## config.mk

```make
export PLATFORM = sky130hd
export DESIGN_NAME = muldiv_hilo
export DESIGN_NICKNAME = d
export VERILOG_FILES = /design/src/rtl/md_pkg.sv /design/src/rtl/md_mult.sv /design/src/rtl/md_div.sv /design/src/rtl/muldiv_hilo.sv
export SDC_FILE = /design/constraint.sdc
export NUM_CORES = 2
export LEC_CHECK = 0
export BUFFER_PORTS_ARGS = -buffer_cell sky130_fd_sc_hd__buf_2
export CAP_MARGIN = 25
export CORE_ASPECT_RATIO = 1.4
export CORE_MARGIN = 2
export CORE_UTILIZATION = 25
export CTS_CLUSTER_SIZE = 10
export DETAILED_ROUTE_END_ITERATION = 8
export SLEW_MARGIN = 40
export SYNTH_ARGS = -nofsm -noshare
export SYNTH_HDL_FRONTEND = slang
export SYNTH_HIERARCHICAL = 1
export SYNTH_SLANG_ARGS = --single-unit
```

## constraint.sdc

```tcl
create_clock -name clk -period 3.57 [get_ports clk]
set_input_delay 0.5355 -clock clk [delete_from_list [all_inputs] [get_ports clk]]
set_output_delay 0.5355 -clock clk [all_outputs]
set_load 0.05 [all_outputs]
```

## src/rtl/md_pkg.sv

```systemverilog
package md_pkg;
   typedef enum logic [2:0] {
      OP_MULT  = 3'd0,
      OP_MULTU = 3'd1,
      OP_DIV   = 3'd2,
      OP_DIVU  = 3'd3,
      OP_MTHI  = 3'd4,
      OP_MTLO  = 3'd5
   } md_op_e;

   typedef enum logic [1:0] {
      DV_IDLE = 2'd0,
      DV_RUN  = 2'd1,
      DV_FIX  = 2'd2
   } dv_state_e;
endpackage

```

## src/rtl/md_mult.sv

```systemverilog
module md_mult #(
   parameter int W = 32
) (
   input  logic           sgn,
   input  logic [W-1:0]   a,
   input  logic [W-1:0]   b,
   output logic [2*W-1:0] prod
);
   localparam int PW = 2 * W;

   logic [PW-1:0] ax;
   logic [PW-1:0] bx;

   // Extend both operands to the product width (sign or zero fill).
   // A truncated multiply then gives the right result for both signednesses.
   assign ax   = {{W{sgn & a[W-1]}}, a};
   assign bx   = {{W{sgn & b[W-1]}}, b};
   assign prod = ax * bx;
endmodule

```

## src/rtl/md_div.sv

```systemverilog
module md_div
   import md_pkg::*;
#(
   parameter int W = 32
) (
   input  logic         clk,
   input  logic         rst_n,
   input  logic         go,
   input  logic         sgn,
   input  logic [W-1:0] dvd,
   input  logic [W-1:0] dvs,
   output logic         busy,
   output logic         fix,
   output logic         zero,
   output logic [W-1:0] quo,
   output logic [W-1:0] rem
);
   localparam int CW = (W > 2) ? $clog2(W) : 1;
   localparam logic [CW-1:0] LAST = CW'(W - 1);

   dv_state_e    st_q;
   logic [CW-1:0] cnt_q;
   logic [W-1:0]  acc_q;
   logic [W-1:0]  q_q;
   logic [W-1:0]  dvs_q;
   logic          neg_q_q;
   logic          neg_r_q;
   logic          zero_q;

   logic [W:0]    shifted;
   logic [W:0]    trial;

   assign shifted = {acc_q, q_q[W-1]};
   assign trial   = shifted - {1'b0, dvs_q};

   always_ff @(posedge clk or negedge rst_n) begin
      if (!rst_n) begin
         st_q    <= DV_IDLE;
         cnt_q   <= '0;
         acc_q   <= '0;
         q_q     <= '0;
         dvs_q   <= '0;
         neg_q_q <= 1'b0;
         neg_r_q <= 1'b0;
         zero_q  <= 1'b0;
      end else begin
         case (st_q)
            DV_IDLE: begin
               if (go) begin
                  q_q     <= (sgn && dvd[W-1]) ? -dvd : dvd;
                  dvs_q   <= (sgn && dvs[W-1]) ? -dvs : dvs;
                  neg_q_q <= sgn && (dvd[W-1] ^ dvs[W-1]);
                  neg_r_q <= sgn && dvd[W-1];
                  zero_q  <= (dvs == '0);
                  acc_q   <= '0;
                  cnt_q   <= '0;
                  st_q    <= DV_RUN;
               end
            end
            DV_RUN: begin
               if (!trial[W]) begin
                  acc_q <= trial[W-1:0];
                  q_q   <= {q_q[W-2:0], 1'b1};
               end else begin
                  acc_q <= shifted[W-1:0];
                  q_q   <= {q_q[W-2:0], 1'b0};
               end
               cnt_q <= cnt_q + 1'b1;
               if (cnt_q == LAST) st_q <= DV_FIX;
            end
            default: st_q <= DV_IDLE;
         endcase
      end
   end

   assign busy = (st_q != DV_IDLE);
   assign fix  = (st_q == DV_FIX);
   assign zero = zero_q;
   assign quo  = neg_q_q ? -q_q : q_q;
   assign rem  = neg_r_q ? -acc_q : acc_q;

   // the correction step is always followed by an idle unit
   a_r6_fix_then_idle: assert property (@(posedge clk) disable iff (!rst_n)
      fix |=> !busy);
   // an accepted divide makes the unit busy in the next cycle
   a_r6_go_sets_busy: assert property (@(posedge clk) disable iff (!rst_n)
      (go && !busy) |=> (busy && !fix));
endmodule

```

## src/rtl/muldiv_hilo.sv

```systemverilog
module muldiv_hilo
   import md_pkg::*;
#(
   parameter int W = 32
) (
   input  logic         clk,
   input  logic         rst_n,
   input  logic         start,
   input  logic [2:0]   op,
   input  logic [W-1:0] rs,
   input  logic [W-1:0] rt,
   input  logic         rd_sel,
   output logic [W-1:0] rd_data,
   output logic         busy,
   output logic         done
);
   localparam int PW = 2 * W;

   generate
      if (W < 2) begin : g_bad_width
         $error("muldiv_hilo: W must be at least 2");
      end
   endgenerate

   logic [W-1:0]  hi_q;
   logic [W-1:0]  lo_q;
   logic          done_q;
   logic          accept;
   logic          is_div;
   logic          is_mul;
   logic          div_go;
   logic [PW-1:0] prod;
   logic          dv_busy;
   logic          dv_fix;
   logic          dv_zero;
   logic [W-1:0]  dv_quo;
   logic [W-1:0]  dv_rem;

   assign accept = start && !dv_busy;
   assign is_div = (op == OP_DIV) || (op == OP_DIVU);
   assign is_mul = (op == OP_MULT) || (op == OP_MULTU);
   assign div_go = accept && is_div;

   md_mult #(.W(W)) i_mult (
      .sgn  (op == OP_MULT),
      .a    (rs),
      .b    (rt),
      .prod (prod)
   );

   md_div #(.W(W)) i_div (
      .clk   (clk),
      .rst_n (rst_n),
      .go    (div_go),
      .sgn   (op == OP_DIV),
      .dvd   (rs),
      .dvs   (rt),
      .busy  (dv_busy),
      .fix   (dv_fix),
      .zero  (dv_zero),
      .quo   (dv_quo),
      .rem   (dv_rem)
   );

   always_ff @(posedge clk or negedge rst_n) begin
      if (!rst_n) begin
         hi_q   <= '0;
         lo_q   <= '0;
         done_q <= 1'b0;
      end else begin
         done_q <= 1'b0;
         if (accept && is_mul) begin
            hi_q   <= prod[PW-1:W];
            lo_q   <= prod[W-1:0];
            done_q <= 1'b1;
         end else if (accept && op == OP_MTHI) begin
            hi_q   <= rs;
            done_q <= 1'b1;
         end else if (accept && op == OP_MTLO) begin
            lo_q   <= rs;
            done_q <= 1'b1;
         end
         if (dv_fix) begin
            if (!dv_zero) begin
               hi_q <= dv_rem;
               lo_q <= dv_quo;
            end
            done_q <= 1'b1;
         end
      end
   end

   assign rd_data = rd_sel ? hi_q : lo_q;
   assign busy    = dv_busy;
   assign done    = done_q;

   // completion never overlaps an operation in progress
   a_r6_done_not_busy: assert property (@(posedge clk) disable iff (!rst_n)
      done |-> !busy);
   // results stay put while the divider iterates, whatever start does
   a_r9_hold_while_busy: assert property (@(posedge clk) disable iff (!rst_n)
      (busy && !dv_fix) |=> ($stable(hi_q) && $stable(lo_q)));
   // a zero divisor leaves both registers untouched
   a_r5_zero_div_keeps: assert property (@(posedge clk) disable iff (!rst_n)
      (dv_fix && dv_zero) |=> ($stable(hi_q) && $stable(lo_q) && done));
   // move-to-HI takes rs and keeps LO
   a_r7_move_hi: assert property (@(posedge clk) disable iff (!rst_n)
      (start && !busy && op == 3'd4) |=> (hi_q == $past(rs) && $stable(lo_q)));
   // undefined codes have no effect
   a_r10_undef_ignored: assert property (@(posedge clk) disable iff (!rst_n)
      (start && !busy && op[2:1] == 2'b11) |=> (!done && $stable(hi_q) && $stable(lo_q)));
endmodule

```

==> flow_summary.ini <==
[synthesis]
ys_warn_count = 6
synth-main-ff-cell = dfrtp_1
synth_edf_count = 0
synth_area_per_cell_um2 = 8.733
synthesis.area_um2 = 51110
ys_types = 83
synth_nets = 7299
synthArstFlopShare_pct = 100.0
syn_inst = 5852
synth_seq_area_share_pct = 8.373
ys_ff_latch = 171

[setup_path]
crit_top_cell = fa_1
required_ps = 4000
cp_slowest_cell = fa_2
worstSetupPathType = in2reg
r2r_slack_ps = 140
startpoint_type = input pin
regToRegStartpoint = i_div/q_q[31]$_DFFE_PN0P_
critPathCaptureType = flop
arrival_ps = 8430
r2r-end = i_div/acc_q[30]$_DFFE_PN0P_
cp_slowest_stage_delay_ps = 600
path_max_fanout = 7
r2r_cells = 13

[clock_tree]
tritoncts = yes
cts_buffer_depth = 3
cts_sinks = 171
clk_latency_ps = 510
cts_buffers = 25
cts-hold-fix-buffers = 0
cts.clk_slew.worst_paths_ps = 60
htreeDepth = 4
clockRootBuffer = clkbuf_16

[routing]
ant_nets = 0
num_vias = 42160
drc = 0
dr.first_iter.drc_count = 2472
viasPerCell = 4.697
wirelength_mm = 173.9
firstDrtPassIters = 5
wire_per_inst_um = 19.37

[timing]
tightest_slew_ps = 894.3
relSlewSlack_pct = 40.11
rsz0062_at_grt = yes
setup_violations = 59
layout_setup_ws_ps = -4424
holdWs_ps = -2.465
hold_viol = 2
period_needed_ps = 7994
finClkSkew_ps = 21.47
period_share_pct = 223.9
drv_slew = 0
max_freq_mhz = 125.1

[placement]
place_inst = 8882
place.detailed.hpwl_mm = 145.8
place_congestion = 0.9335
port_buffers = 104

[global_routing]
grt_max_degree = 91
grt_use_total_pct = 16.79
antenna_found_initial = 13
grt_pass1_wl_mm = 270.8
grt_pass1_vias = 47250
overflow = 0

[floorplan]
die_h_um = 539.0
ioPinCount = 105
die_area_um2 = 208100
rows = 196
chipWidth_um = 386.1
core_area_um2 = 203500
start_util_pct = 25.11

[run]
cap_violations = 0

[outcome]
violations = negative hold slack, negative setup slack
status = complete, but fails checks

[min_path]
hp-class = in2async

[cells_and_area]
multi_input_area_um2 = 43800
fill_cells = 21280
layout_commonest_cell = inv_1
seqCellArea_um2 = 4282
drive_above_1_share_pct = 20.37
final_cells = 8976
layout_common_cells = inv_1 (1128), fa_1 (1065), nand2_1 (917)
syn_to_final_growth_pct = 23.51
fin_nets = 7737
[critical path, delay by kind of cell]
kind | cells | cell delay [ps]
AO/OA/AOI/OAI | 7 | 1220
adder cells (fa/ha/maj) | 9 | 4260
buffers and inverters | 10 | 1070
AND/OR/NAND/NOR | 6 | 1320
[what timing repair did]
action                                  CTS  global route
endpoints found under the setup margin   66            76
cloned                                    2             0
pin swaps                               181           158
buffers inserted                         52            18
resized for setup                       347           169
[worst max path at each step]
stage,startpoint,end,cells after the start
final,op[2],hi_q[30]$_DFF_PN0_,32
after global routing,op[2],hi_q[30]$_DFF_PN0_,32
after CTS,op[0],hi_q[30]$_DFF_PN0_,32
after detailed placement,op[1],hi_q[28]$_DFF_PN0_,31
after global placement,op[1],hi_q[28]$_DFF_PN0_,31
after floorplan,op[2],hi_q[28]$_DFF_PN0_,33
[cell families after synthesis]
group	share of synthesized area, %
and+or+nand+nor	16.62
buffers and inverters	11.32
adders and majority gates	50.23
AOI/OAI and AO/OA	9.213
xor gates and xnor gates	3.719
DFF	8.373
muxes	0.5337
[layer usage]
metal,global-route usage [%],routed length (µm)
met3,2.262,9487
met5,0,27
met4,7.812,9893
met2,31.48,92320
met1,18.41,62120
[cells in the mapped netlist, types with 4 or more instances]
cell type | instances | area share (%)
inv_1 | 1178 | 8.7
fa_1 | 1126 | 44
nand2_1 | 937 | 6.9
and2_1 | 367 | 4.5
clkbuf_1 | 314 | 2.3
ha_1 | 250 | 6.1
o21ai_0 | 224 | 2.2
nor2_1 | 189 | 1.4
a21oi_1 | 178 | 1.7
dfrtp_1 | 171 | 8.4
xnor2_1 | 161 | 2.8
a221oi_1 | 64 | 1.1
nand2b_1 | 58 | 0.71
xor2_1 | 56 | 0.96
nand3_1 | 51 | 0.50
a21o_1 | 45 | 0.66
o31ai_1 | 35 | 0.51
and3_1 | 34 | 0.42
nor3b_1 | 34 | 0.50
o22ai_1 | 34 | 0.42
nor3_1 | 31 | 0.30
a22oi_1 | 30 | 0.44
mux2i_1 | 25 | 0.49
or3_1 | 19 | 0.23
nand4_1 | 18 | 0.22
nor2b_1 | 15 | 0.18
o21bai_1 | 15 | 0.22
or4_1 | 15 | 0.22
o21a_1 | 13 | 0.19
a31oi_1 | 12 | 0.15
buf_2 | 12 | 0.12
or2_2 | 11 | 0.13
o41ai_1 | 10 | 0.17
buf_6 | 8 | 0.18
nor4_1 | 8 | 0.098
a211oi_1 | 7 | 0.10
o211ai_1 | 7 | 0.10
o21ai_1 | 7 | 0.069
a221o_1 | 6 | 0.12
buf_1 | 5 | 0.037
a21boi_0 | 4 | 0.059
a311oi_1 | 4 | 0.069
a41oi_1 | 4 | 0.069
o31a_1 | 4 | 0.069
[flip-flops by register name (all words and copies together) (netlist names)]
register       flops
i_div/neg_q_q      1
hi_q              32
i_div/neg_r_q      1
i_div/cnt_q        5
done               1
i_div/st_q         2
lo_q              32
i_div/acc_q       32
i_div/zero         1
i_div/dvs_q       32
i_div/q_q         32
[per-stage QoR]
step / hold slack, ps / worst slack (ps) / area (µm²) / TNS (ps) / utilization, %
after floorplan: 239.9 / -5073 / 52640 / -195900 / -
after global placement: 465.2 / -5201 / 59580 / -242320 / 29.27
after detailed placement: 471.7 / -5179 / 59580 / -245990 / 29.27
after CTS: 12.91 / -4363 / 62180 / -199280 / 30.55
after global routing: 31.05 / -4725 / 63100 / -211480 / 31.00
final: -2.465 / -4424 / 63120 / -199430 / 31.01
[final cells by class]
cell class	count	share of cell area, %
multi-input cells	4162	69.39
repair buffers	752	10.39
inverters	1178	7.037
flip-flops and latches	171	6.783
well taps	2673	5.298
clock buffers	28	1.041
diodes	10	0.03964
clock inverters	2	0.01586
Power is left out: the tool's default activity adds up to more than one toggle a clock period on the data nets, which glitch-free logic cannot reach.
